**src/rtl/dqpsk_pkg.sv**
```systemverilog
package dqpsk_pkg;

  // Quadrant code and decoded pair widths for four-phase keying
  localparam int QUAD_W = 2;
  localparam int PAIR_W = 2;

  typedef logic [QUAD_W-1:0] quad_t;
  typedef logic [PAIR_W-1:0] pair_t;

  // Phase advance between two symbols, in quarter turns, modulo 4
  function automatic quad_t phase_step(input quad_t cur, input quad_t prev);
    quad_t d;
    d = cur - prev;
    return d;
  endfunction

  // Gray mapping of the quarter-turn advance onto the transmitted pair
  function automatic pair_t step_to_pair(input quad_t step);
    pair_t p;
    case (step)
      2'd0:    p = 2'b00;
      2'd1:    p = 2'b01;
      2'd2:    p = 2'b11;
      default: p = 2'b10;
    endcase
    return p;
  endfunction

endpackage

```
**src/rtl/dqpsk_clkdiv.sv**
```systemverilog
module dqpsk_clkdiv #(
  parameter int BIT_DIV      = 8,
  parameter int BITS_PER_SYM = 2
) (
  input  logic                            clk,
  input  logic                            rst_n,
  output logic                            bit_en,
  output logic                            sym_en,
  output logic                            bit_clk,
  output logic [$clog2(BITS_PER_SYM)-1:0] slot
);

  localparam int CW   = $clog2(BIT_DIV);
  localparam int SW   = $clog2(BITS_PER_SYM);
  localparam int HALF = BIT_DIV / 2;

  logic [CW-1:0] cnt_q;
  logic [SW-1:0] slot_q;
  logic          last_slot;

  assign bit_en    = (cnt_q == CW'(BIT_DIV - 1));
  assign bit_clk   = (cnt_q >= CW'(HALF));
  assign last_slot = (slot_q == SW'(BITS_PER_SYM - 1));
  assign sym_en    = bit_en && last_slot;
  assign slot      = slot_q;

  always_ff @(posedge clk) begin
    if (!rst_n) begin
      cnt_q  <= '0;
      slot_q <= '0;
    end else if (bit_en) begin
      cnt_q  <= '0;
      slot_q <= last_slot ? '0 : slot_q + SW'(1);
    end else begin
      cnt_q  <= cnt_q + CW'(1);
    end
  end

  AST_BIT_GAP: assert property (@(posedge clk) disable iff (!rst_n)
    bit_en |=> !bit_en);
  AST_BITCLK_AT_STB: assert property (@(posedge clk) disable iff (!rst_n)
    bit_en |-> bit_clk);
  AST_BITCLK_FALL: assert property (@(posedge clk) disable iff (!rst_n)
    bit_en |=> !bit_clk);
  AST_SYM_ON_BIT: assert property (@(posedge clk) disable iff (!rst_n)
    sym_en |-> bit_en);

endmodule

```
**src/rtl/dqpsk_diff_dec.sv**
```systemverilog
module dqpsk_diff_dec
  import dqpsk_pkg::*;
(
  input  logic  clk,
  input  logic  rst_n,
  input  logic  sym_en,
  input  quad_t quad_in,
  output pair_t pair,
  output quad_t step
);

  quad_t prev_q;
  pair_t pair_q;

  assign step = phase_step(quad_in, prev_q);
  assign pair = pair_q;

  always_ff @(posedge clk) begin
    if (!rst_n) begin
      prev_q <= '0;
      pair_q <= '0;
    end else if (sym_en) begin
      prev_q <= quad_in;
      pair_q <= step_to_pair(step);
    end
  end

  AST_PAIR_HOLD: assert property (@(posedge clk) disable iff (!rst_n)
    !sym_en |=> $stable(pair_q));
  AST_PREV_TRACK: assert property (@(posedge clk) disable iff (!rst_n)
    sym_en |=> prev_q == $past(quad_in));
  AST_SAME_PHASE: assert property (@(posedge clk) disable iff (!rst_n)
    (sym_en && quad_in == prev_q) |=> pair_q == 2'b00);
  AST_HALF_TURN: assert property (@(posedge clk) disable iff (!rst_n)
    (sym_en && (quad_in ^ prev_q) == 2'b10) |=> pair_q == 2'b11);

endmodule

```
**src/rtl/dqpsk_p2s.sv**
```systemverilog
module dqpsk_p2s #(
  parameter int PAIR_W = 2
) (
  input  logic                      clk,
  input  logic                      rst_n,
  input  logic                      bit_en,
  input  logic [$clog2(PAIR_W)-1:0] slot,
  input  logic [PAIR_W-1:0]         pair,
  output logic                      ser
);

  localparam int SW = $clog2(PAIR_W);

  logic [SW-1:0] pick;
  logic          ser_q;

  // Slot 0 takes the leftmost bit, so the pair leaves first bit first
  assign pick = SW'(PAIR_W - 1) - slot;
  assign ser  = ser_q;

  always_ff @(posedge clk) begin
    if (!rst_n)      ser_q <= 1'b0;
    else if (bit_en) ser_q <= pair[pick];
  end

  AST_SER_HOLD: assert property (@(posedge clk) disable iff (!rst_n)
    !bit_en |=> $stable(ser_q));

endmodule

```
**src/rtl/dqpsk_diff_serializer.sv**
```systemverilog
module dqpsk_diff_serializer
  import dqpsk_pkg::*;
#(
  parameter int BIT_DIV = 8
) (
  input  logic       clk,
  input  logic       rst_n,
  input  logic [1:0] quad_in,
  input  logic       lock_in,
  output logic       ser_data,
  output logic       bit_clk,
  output logic       bit_stb,
  output logic       sym_stb,
  output logic       mute_n
);

  localparam int SW = $clog2(PAIR_W);

  logic          bit_en;
  logic          sym_en;
  logic [SW-1:0] slot;
  pair_t         pair;
  quad_t         step;
  logic          mute_q;

  dqpsk_clkdiv #(
    .BIT_DIV      (BIT_DIV),
    .BITS_PER_SYM (PAIR_W)
  ) clkdiv_i (
    .clk     (clk),
    .rst_n   (rst_n),
    .bit_en  (bit_en),
    .sym_en  (sym_en),
    .bit_clk (bit_clk),
    .slot    (slot)
  );

  dqpsk_diff_dec dec_i (
    .clk     (clk),
    .rst_n   (rst_n),
    .sym_en  (sym_en),
    .quad_in (quad_in),
    .pair    (pair),
    .step    (step)
  );

  dqpsk_p2s #(
    .PAIR_W (PAIR_W)
  ) p2s_i (
    .clk    (clk),
    .rst_n  (rst_n),
    .bit_en (bit_en),
    .slot   (slot),
    .pair   (pair),
    .ser    (ser_data)
  );

  always_ff @(posedge clk) begin
    if (!rst_n) mute_q <= 1'b0;
    else        mute_q <= lock_in;
  end

  assign mute_n  = mute_q;
  assign bit_stb = bit_en;
  assign sym_stb = sym_en;

  AST_MUTE_ON_UNLOCK: assert property (@(posedge clk) disable iff (!rst_n)
    !lock_in |=> !mute_n);
  AST_UNMUTE_ON_LOCK: assert property (@(posedge clk) disable iff (!rst_n)
    lock_in |=> mute_n);
  AST_SER_ONLY_AFTER_STB: assert property (@(posedge clk) disable iff (!rst_n)
    !bit_stb |=> $stable(ser_data));

endmodule

```
**config.mk**
```make
export PLATFORM = sky130hd
export DESIGN_NAME = dqpsk_diff_serializer
export DESIGN_NICKNAME = d
export VERILOG_FILES = /design/src/rtl/dqpsk_pkg.sv /design/src/rtl/dqpsk_clkdiv.sv /design/src/rtl/dqpsk_diff_dec.sv /design/src/rtl/dqpsk_p2s.sv /design/src/rtl/dqpsk_diff_serializer.sv
export SDC_FILE = /design/constraint.sdc
export NUM_CORES = 1
export LEC_CHECK = 0
export BUFFER_PORTS_ARGS = -buffer_cell sky130_fd_sc_hd__buf_2
export CAP_MARGIN = 0
export CORE_AREA = 2 2 39 41
export DETAILED_ROUTE_END_ITERATION = 8
export DIE_AREA = 0 0 41 43
export SYNTH_ARGS = -nofsm -noshare
export SYNTH_HDL_FRONTEND = slang
export SYNTH_HIERARCHICAL = 1
export SYNTH_SLANG_ARGS = --single-unit
```
**constraint.sdc**
```tcl
create_clock -name clk -period 1.7 [get_ports clk]
set_input_delay 0.255 -clock clk [delete_from_list [all_inputs] [get_ports clk]]
set_output_delay 0.255 -clock clk [all_outputs]
set_load 0.02 [all_outputs]
```
==> out/results.tsv, run 1 <==
stage	metric	value	unit
outcome	status	finished, final reports clean	
cells_and_area	Cell Count, Final, Fillers Out	71	
pwr	cell internal pwr	390	uW
worst_setup_path	CP Data Required Time	1.44	ns
sta	worst-margin pin slew	0.205	ns
placed_design	placed cells	67	
sta	Tcrit/Tclk final	94.0	%
grt	first-pass GRT wire length	1170	um
clocking	clk_lat worst skew	0.26	ns
floorplanning	Chip Height	43	um
clocking	CTS buffer count	3	
grt	vias in the first global route	285	
pwr	Net Switching	104	uW
worst_setup_path	crit path max fanout	8	
grt	GRT overflow	0	
drt	WL/cell	10.4	um
cells_and_area	Ant. Diodes	0	
clocking	CTS H-tree lvls	1	
logic_synthesis	synthesized area	465	um^2
sta	post-route minimum period	1.60	ns
logic_synthesis	Yosys cell types	20	
logic_synthesis	Yosys reg bits	10	
clocking	CTS sink count	10	
worst_setup_path	CP Class	reg -> out	
cells_and_area	Layout area overhead	23.7	%
grt	largest net degree at the start of global routing	13	
clocking	TritonCTS clock tree	built	
grt	initial antenna violation count	0	
pwr	clock network fraction of total power	42.2	%
pwr	Comb power frac	7.5	%
floorplanning	CORE AREA	1380	um^2
logic_synthesis	Area contributors post-synth	dfxtp_1 43%, ha_1 16%, mux2i_1 6.5%	
sta	Peak Freq	626	MHz
worst_setup_path	Crit. End Element	output port	
worst_hold_path	Tightest Hold Check Type	in -> reg	
sta	Setup Viol. Count Final	0	
logic_synthesis	post-synthesis cell count	44	
cells_and_area	Layout Nets	67	
cells_and_area	most frequent cells in the layout	9 x dfxtp_1, 9 x buf_2, 4 x inv_1, 4 x ha_1	
drt	Antenna Nets Post-Route	0	
clocking	Clock Path Buffers	2	
sta	WHS	0.196	ns
clocking	Hold Buf Count CTS	0	
placed_design	PortBufs	9	
drt	1st-iter DRT viols	2	
clocking	Setup Buffers After CTS	0	
logic_synthesis	Syn Nets	55	
logic_synthesis	Synth top area share	43.0	%
floorplanning	num ports	10	
worst_setup_path	crit path DAT	1.34	ns
drt	Via Count	325	
logic_synthesis	average size of a mapped cell	10.6	um^2
sta	Final Hold Fails	0	
clocking	clock-pin slew on the worst setup and hold paths	0.07	ns
pwr	Peak VDD IR	0.361	mV
job	# Max-Cap Violations	0	
worst_setup_path	Worst Setup Start Kind	register	
floorplanning	Initial Util	33.6	%
worst_setup_path	R2R cell count	7	
pwr	PD cells	858	nW/um^2
sta	skew final	0.00284	ns
cells_and_area	Core Util, Final	41.6	%
drt	Final Routed Wirelength	741	um
pwr	sequential power share	50.3	%
cells_and_area	filler instances	156	
cells_and_area	share of layout cells above drive strength 1	34.5	%
cells_and_area	multi-input logic area	258	um^2
sta	fin. max-slew vios	0	
sta	worst relative slew slack	86.2	%
logic_synthesis	YS warnings	6	
drt	# DRC	0	
cells_and_area	register area	201	um^2
worst_hold_path	Hold Crit Depth	2	
drt	DR vias/cell	4.58	
grt	GRT Util Overall	10.8	%
sta	Setup TNS	0	ns
pwr	leakage power	0.286	nW
sta	RSZ-0062 raised after global routing	false	
pwr	switching share of power	21.0	%
logic_synthesis	cell taking the most area after synthesis	dfxtp_1	
floorplanning	num rows	14	
logic_synthesis	register area share after synthesis	43.0	%
drt	drt pass-1 iters	2	
placed_design	Placer Congestion	0.638	
floorplanning	Die ar.	1760	um^2
clocking	Root Driver	clkbuf_4	
floorplanning	Die Width	41	um
## through the flow
step | cell area (um^2) | power (mW) | setup WS [ns]
after floorplan | 465 | 0.274 | 0.143
after global placement | 522 | 0.287 | 0.167
after detailed placement | 522 | 0.288 | 0.163
after CTS | 572 | 0.508 | 0.0283
after global routing | 576 | 0.533 | 0.00246
final | 576 | 0.494 | 0.102
## worst max-delay path, cell delays in order, from the launching register on
cell and delay [ns]:
dfxtp_1 0.35, ha_2 0.21, ha_4 0.16, and2_4 0.19, buf_2 0.17
## path summary, 6_finish.rpt
kind	from	endpoint	slack, ns
max	clkdiv_i/cnt_q[1]$_SDFF_PP0_	sym_stb	0.10
min	lock_in	mute_n$_SDFF_PN0_	0.20
max reg2reg	dec_i/prev_q[0]$_SDFFE_PN0P_	dec_i/pair[1]$_SDFFE_PN0P_	0.31
min reg2reg	clkdiv_i/cnt_q[0]$_SDFF_PP0_	clkdiv_i/cnt_q[0]$_SDFF_PP0_	0.43
## power groups by stage
stage	clock (mW)	sequential (mW)	combinational, mW
2_1_floorplan	0	0.253	0.0207
3_3_place_gp	0	0.252	0.0352
3_5_place_dp	0	0.252	0.0360
4_1_cts	0.222	0.248	0.0376
5_1_grt	0.241	0.249	0.0428
6_report	0.208	0.248	0.0371
## cell families after synthesis
group	count (synthesis)	synth area share (%)
flip-flops	10	43.0
AND/OR/NAND/NOR	12	17.2
XOR/XNOR	3	5.65
multiplexers	3	6.45
buffers and inverters	6	5.10
adder cells (fa/ha/maj)	6	16.1
AO/OA/AOI/OAI	4	6.45
## Yosys cell counts
cell type,instances
clkbuf_1,1
inv_1,4
ha_1,6
nor2b_1,2
nor3b_1,1
xnor2_1,2
a21oi_1,1
dfxtp_1,10
xor2_1,1
buf_2,1
mux2i_1,3
and2_1,2
o211a_1,1
nand3_1,1
and2_2,1
nand2_1,2
o21ai_0,1
nand3b_1,1
and3b_2,2
a41o_1,1
## what timing repair did
action | CTS | global route
hold endpoints to repair | 0 | 0
resized for setup | 3 | 2
setup endpoints to repair | 1 | 1
## layout make-up
type | count | share of cell area (%)
repair buffers | 9 | 7.83
clock buffers | 4 | 6.30
inverters | 4 | 2.61
well taps | 16 | 3.48
flip-flops and latches | 10 | 35.0
multi-input cells | 28 | 44.8
## layer usage
| metal | track usage [%] | vias up | part of all wire, % | wire (um) |
|---|---|---|---|---|
| met3 | 4.71 | 0 | 1.9 | 14 |
| li1 | - | 166 | - | - |
| met1 | 10.6 | 154 | 48 | 355 |
| met2 | 15.0 | 5 | 50 | 371 |
| met4 | 12.0 | 0 | 0 | 0 |
| met5 | 0 | - | 0 | 0 |
## registers in the layout, summed over array words and instances (netlist names)
signal          count
mute_n              1
dec_i/prev_q        2
clkdiv_i/cnt_q      3
dec_i/pair          2
p2s_i/ser           1
clkdiv_i/slot       1
No activity file was read; power rests on OpenSTA's default activity.
==> run 2, diff against run 1 <==
==> constraint.sdc (replaced) <==
create_clock -name clk -period 1.7 [get_ports clk]
set_input_delay 0 -clock clk [delete_from_list [all_inputs] [get_ports clk]]
set_output_delay 0 -clock clk [all_outputs]
set_load 0.02 [all_outputs]
==> run 2 against run 1 <==
  * Sequential cell count unchanged
  * Clock power is 26% lower
  * Final area is 3.7% lower
  * Worst setup slack improved by 0.080 ns
  * Critical path depth up 2
  * Sequential power about the same
  * Total power fell by 11%
  * Largest power group unchanged
  * Highest routed layer is now met4
==> out/results.tsv, run 2 (same netlist as run 1, synthesis figures left out) <==
stage	metric	value	unit	change
grt	initial antenna violation count	0		unchanged
pwr	PD cells	791	nW/um^2	was 858 nW/um^2
cells_and_area	Ant. Diodes	0		unchanged
placed_design	PortBufs	9		unchanged
drt	DR vias/cell	4.32		was 4.58
grt	vias in the first global route	288		was 285
clocking	clock-pin slew on the worst setup and hold paths	0.06	ns	was 0.07 ns
clocking	clk_lat worst skew	0.26	ns	about the same
sta	skew final	0.00305	ns	was 0.00284 ns
cells_and_area	Top reg by flops	clkdiv_i/cnt_q		unchanged
worst_setup_path	Crit. End Element	register		was output port
drt	top layer used by detailed routing	met4		was met3
clocking	TritonCTS clock tree	built		unchanged
worst_setup_path	crit-path most repeated cell	ha_1		
floorplanning	num ports	10		unchanged
clocking	CTS buffer count	3		unchanged
grt	GRT Util Overall	10.8	%	about the same
floorplanning	Die Width	41	um	unchanged
clocking	Setup Buffers After CTS	0		unchanged
worst_setup_path	worst path cell trace	ha_1 > ha_1 > and2_2 > nand3b_1 > nand2_1 > a41o_1		was ha_2 > ha_4 > and2_4 > buf_2
drt	Via Count	307		was 325
drt	Final Routed Wirelength	729	um	was 741 um
clocking	Clock Path Buffers	2		unchanged
floorplanning	CORE AREA	1380	um^2	unchanged
sta	Peak Freq	659	MHz	was 626 MHz
placed_design	Placer Congestion	0.630		was 0.638
sta	worst-margin pin slew	0.214	ns	was 0.205 ns
cells_and_area	share of layout cells above drive strength 1	27.3	%	was 34.5%
pwr	leakage power	0.287	nW	was 0.286 nW
worst_setup_path	crit path max fanout	8		unchanged
sta	worst relative slew slack	85.7	%	was 86.2%
drt	WL/cell	10.3	um	was 10.4 um
clocking	CTS H-tree lvls	1		unchanged
sta	fin. max-slew vios	0		unchanged
drt	Antenna Nets Post-Route	0		unchanged
sta	RSZ-0062 raised after global routing	false		unchanged
outcome	status	finished, final reports clean		unchanged
cells_and_area	Largest register FFs	3		unchanged
floorplanning	Die ar.	1760	um^2	unchanged
worst_setup_path	Worst Setup Start Kind	register		unchanged
grt	first-pass GRT wire length	1150	um	was 1170 um
cells_and_area	Layout Nets	68		was 67
sta	post-route minimum period	1.52	ns	was 1.60 ns
floorplanning	Initial Util	33.6	%	unchanged
grt	GRT overflow	0		unchanged
drt	drt pass-1 iters	3		was 2
worst_hold_path	Tightest Hold Check Type	in -> reg		unchanged
drt	# DRC	0		unchanged
grt	largest net degree at the start of global routing	13		unchanged
clocking	CTS sink count	10		unchanged
worst_setup_path	CP max-delay cell	dfxtp_1		unchanged
pwr	Peak VDD IR	0.210	mV	was 0.361 mV
worst_hold_path	min-delay src	quad_in[0]		was lock_in
floorplanning	Chip Height	43	um	unchanged
sta	Setup TNS	0	ns	unchanged
worst_setup_path	Critical path origin	clkdiv_i/cnt_q[0]$_SDFF_PP0_		was clkdiv_i/cnt_q[1]$_SDFF_PP0_
sta	Final Hold Fails	0		unchanged
drt	DRT met1 WL	341	um	was 355 um
clocking	Root Driver	clkbuf_4		unchanged
cells_and_area	Layout area overhead	19.1	%	was 23.7%
worst_setup_path	Crit path largest cell delay	0.36	ns	was 0.35 ns
sta	Tcrit/Tclk final	89.3	%	was 94.0%
cells_and_area	Core Util, Final	40.1	%	was 41.6%
worst_setup_path	CP Data Required Time	1.85	ns	was 1.44 ns
worst_setup_path	RR Startpoint	clkdiv_i/cnt_q[0]$_SDFF_PP0_		was dec_i/prev_q[0]$_SDFFE_PN0P_
drt	Met3 Wirelength	13	um	was 14 um
drt	1st-iter DRT viols	4		was 2
drt	wire length on met2	351	um	was 371 um
worst_setup_path	CP Class	reg -> reg		was reg -> out
cells_and_area	most common cell after layout, fill and taps aside	dfxtp_1		
cells_and_area	most frequent cells in the layout	10 x dfxtp_1, 9 x buf_2, 6 x ha_1		was 9 x dfxtp_1, 9 x buf_2, 4 x inv_1, 4 x ha_1
cells_and_area	filler instances	148		was 156
job	# Max-Cap Violations	0		unchanged
floorplanning	num rows	14		unchanged
sta	Setup Viol. Count Final	0		unchanged
worst_setup_path	crit path DAT	1.67	ns	was 1.34 ns
run 2: cell count changes in the layout (fill, tap and decap cells not counted), sizes merged:
cell / delta
clkbuf: -1
dlygate4sd3: +1
run 2: layout make-up:
cell class	instances	area [um^2]	area share, %
clock buffers	3	22.5	4.06
flip-flops and latches	10	200	36.1
repair buffers	10	55.1	9.93
multi-input cells	28	241	43.6
well taps	16	20.0	3.61
inverters	4	15.0	2.71
run 2: worst paths after layout:
path	endpoint	slack, ns	depth (start not counted)
setup / recovery	dec_i/pair[1]$_SDFFE_PN0P_	0.18	6
hold / removal	dec_i/prev_q[0]$_SDFFE_PN0P_	0.03	3
setup reg to reg	dec_i/pair[1]$_SDFFE_PN0P_	0.18	6
hold reg to reg	clkdiv_i/cnt_q[0]$_SDFF_PP0_	0.46	1
run 2: per-stage QoR:
stage               setup WS [ns]  instances  total power, mW  hold WS [ns]  instance area (um^2)
floorplan                   0.143         44            0.274         0.122                   465
CTS                         0.164         71            0.449        0.0192                   554
global placement            0.169         67            0.286         0.208                   522
detailed placement          0.172         67            0.289         0.207                   522
finish                      0.182         71            0.438        0.0267                   554
global route               0.0520         71            0.468        0.0335                   554
run 2: report_power, final:
part / switching, mW / total (mW) / internal [mW]
clock network: 0.0725 / 0.154 / 0.0814
logic: 0.0189 / 0.0373 / 0.0184
registers: 0.00487 / 0.247 / 0.242
run 2: routing by layer:
metal / vias to the layer above / global-route usage [%]
met5: - / 0
met4: 0 / 12.0
met3: 2 / 4.71
met2: 5 / 15.3
met1: 134 / 10.0
li1: 166 / -
run 2: what timing repair did:
action | 4_1_cts | 5_1_grt
hold buffers | 1 | 0
setup endpoints to repair | 0 | 0
endpoints found under the hold margin | 1 | 0
resized for setup | 0 | 0
run 2: critical path: cells and delay by family (launching register included):
family	cells	cell delay, ns
simple gates	3	0.46
fa+ha+maj	2	0.42
flops	1	0.36
compound gates	1	0.19
==> run 3, diff against run 2 <==
BUFFER_PORTS_ARGS = -buffer_cell sky130_fd_sc_hd__buf_4   (was -buffer_cell sky130_fd_sc_hd__buf_2)
==> run 3 against run 2 <==
  * Maximum frequency fell by 0.64%
  * Critical endpoint unchanged
  * Cell count grew 2.8%
  * Largest power group unchanged
  * Final area up 8.4%
  * Die area did not move
  * Highest routed layer is now met3
==> out/results.tsv, run 3 (same netlist as run 1, synthesis figures left out) <==
stage	metric	value	unit	change
outcome	status	finished, final reports clean		unchanged
sta	post-route minimum period	1.53	ns	was 1.52 ns
clocking	Root Driver	clkbuf_4		unchanged
clocking	clk_lat worst skew	0.26	ns	about the same
grt	first-pass GRT wire length	1290	um	was 1150 um
cells_and_area	Layout Nets	69		was 68
clocking	CTS buffer count	3		unchanged
grt	GRT overflow	0		unchanged
grt	initial antenna violation count	0		unchanged
worst_setup_path	CP Class	reg -> reg		unchanged
sta	fin. max-slew vios	0		unchanged
sta	Setup TNS	0	ns	unchanged
placed_design	PortBufs	9		unchanged
worst_setup_path	crit path DAT	1.69	ns	was 1.67 ns
cells_and_area	Top reg by flops	clkdiv_i/cnt_q		unchanged
drt	WL/cell	10.3	um	about the same
cells_and_area	share of layout cells above drive strength 1	28.1	%	was 27.3%
floorplanning	CORE AREA	1380	um^2	unchanged
clocking	TritonCTS clock tree	built		unchanged
drt	Via Count	320		was 307
sta	worst relative slew slack	86.0	%	was 85.7%
floorplanning	num ports	10		unchanged
placed_design	dpl hpwl	565	um	
worst_setup_path	crit path max fanout	8		unchanged
floorplanning	Chip Height	43	um	unchanged
sta	Tcrit/Tclk final	89.9	%	was 89.3%
drt	# DRC	0		unchanged
sta	skew final	0.000315	ns	was 0.00305 ns
grt	GRT Util Overall	11.2	%	was 10.8%
sta	Final Hold Fails	0		unchanged
clocking	CTS resizes	0		unchanged
worst_setup_path	Worst Setup Start Kind	register		unchanged
floorplanning	Die Width	41	um	unchanged
drt	drt pass-1 iters	4		was 3
drt	DR vias/cell	4.38		was 4.32
clocking	CTS sink count	10		unchanged
cells_and_area	Final Cell Area	601	um^2	was 554 um^2
sta	RSZ-0062 raised after global routing	false		unchanged
pwr	leakage power	0.302	nW	was 0.287 nW
pwr	PD cells	846	nW/um^2	was 791 nW/um^2
cells_and_area	filler instances	131		was 148
worst_hold_path	Tightest Hold Check Type	in -> reg		unchanged
clocking	Clock Path Buffers	2		unchanged
grt	largest net degree at the start of global routing	13		unchanged
cells_and_area	register area	200	um^2	unchanged
sta	Setup Viol. Count Final	0		unchanged
cells_and_area	multi-input logic area	241	um^2	unchanged
pwr	Peak VDD IR	0.231	mV	was 0.210 mV
clocking	clock-pin slew on the worst setup and hold paths	0.07	ns	was 0.06 ns
cells_and_area	Largest register FFs	3		unchanged
worst_setup_path	CP Data Required Time	1.86	ns	was 1.85 ns
clocking	Setup Buffers After CTS	0		unchanged
drt	Final Routed Wirelength	753	um	was 729 um
clocking	Hold Buf Count CTS	2		was 1
grt	vias in the first global route	339		was 288
drt	Antenna Nets Post-Route	0		unchanged
drt	1st-iter DRT viols	2		was 4
floorplanning	Initial Util	33.6	%	unchanged
placed_design	placed inst area	544	um^2	was 522 um^2
sta	worst-margin pin slew	0.209	ns	was 0.214 ns
floorplanning	num rows	14		unchanged
cells_and_area	Ant. Diodes	0		unchanged
sta	Peak Freq	655	MHz	was 659 MHz
placed_design	Placer Congestion	0.643		was 0.630
cells_and_area	Layout area overhead	29.0	%	was 19.1%
cells_and_area	most common cell after layout, fill and taps aside	dfxtp_1		unchanged
worst_setup_path	Crit. End Element	register		unchanged
job	# Max-Cap Violations	0		unchanged
clocking	CTS H-tree lvls	1		unchanged
floorplanning	Die ar.	1760	um^2	unchanged
cells_and_area	most frequent cells in the layout	10 x dfxtp_1, 9 x buf_4, 6 x ha_1		was 10 x dfxtp_1, 9 x buf_2, 6 x ha_1
-- run 3: critical path, cell delays in order (launching register included) --
cell	delay, ns
dfxtp_1	0.35
ha_1	0.19
ha_1	0.25
and2_2	0.26
nand3b_1	0.13
nand2_1	0.05
a41o_1	0.19
-- run 3: path summary, 6_finish.rpt --
check,startpoint,endpoint,slack [ns],cells after the start
setup / recovery,clkdiv_i/cnt_q[0]$_SDFF_PP0_,dec_i/pair[1]$_SDFFE_PN0P_,0.17,6
setup reg to reg,clkdiv_i/cnt_q[0]$_SDFF_PP0_,dec_i/pair[1]$_SDFFE_PN0P_,0.17,6
hold / removal,quad_in[1],dec_i/prev_q[1]$_SDFFE_PN0P_,0.04,3
hold reg to reg,clkdiv_i/cnt_q[0]$_SDFF_PP0_,clkdiv_i/cnt_q[0]$_SDFF_PP0_,0.45,1
-- run 3: routing by layer --
metal / track usage (%) / vias to the layer above / share of wire [%]
met4: 10.0 / 0 / 0
li1: - / 171 / -
met2: 17.5 / 5 / 54
met3: 1.57 / 0 / 2.4
met5: 0 / - / 0
met1: 12.0 / 144 / 43
-- run 3: final cells by class --
| class | instances | area share, % |
|---|---|---|
| Inverter | 4 | 2.50 |
| Timing Repair Buffer | 11 | 14.6 |
| Tap cell | 16 | 3.33 |
| Multi-Input combinational cell | 28 | 40.2 |
| Sequential cell | 10 | 33.3 |
| Clock buffer | 4 | 6.04 |
-- run 3: where the power goes --
| part | internal (mW) | switching, mW | leakage, nW | total, mW |
|---|---|---|---|---|
| combinational | 0.0245 | 0.0194 | 0.199 | 0.0439 |
| sequential | 0.242 | 0.00448 | 0.0815 | 0.246 |
| clock | 0.130 | 0.0879 | 0.0210 | 0.218 |
-- run 3: metrics by stage --
stage | setup WS (ns) | power [mW] | util [%] | hold WS (ns) | instances
floorplan | 0.143 | 0.274 | - | 0.122 | 44
finish | 0.172 | 0.508 | 43.4 | 0.0356 | 73
global route | 0.0643 | 0.535 | 43.4 | 0.0505 | 73
CTS | 0.167 | 0.517 | 43.4 | 0.0299 | 73
detailed placement | 0.183 | 0.293 | 39.3 | 0.206 | 67
global placement | 0.223 | 0.292 | 39.3 | 0.206 | 67
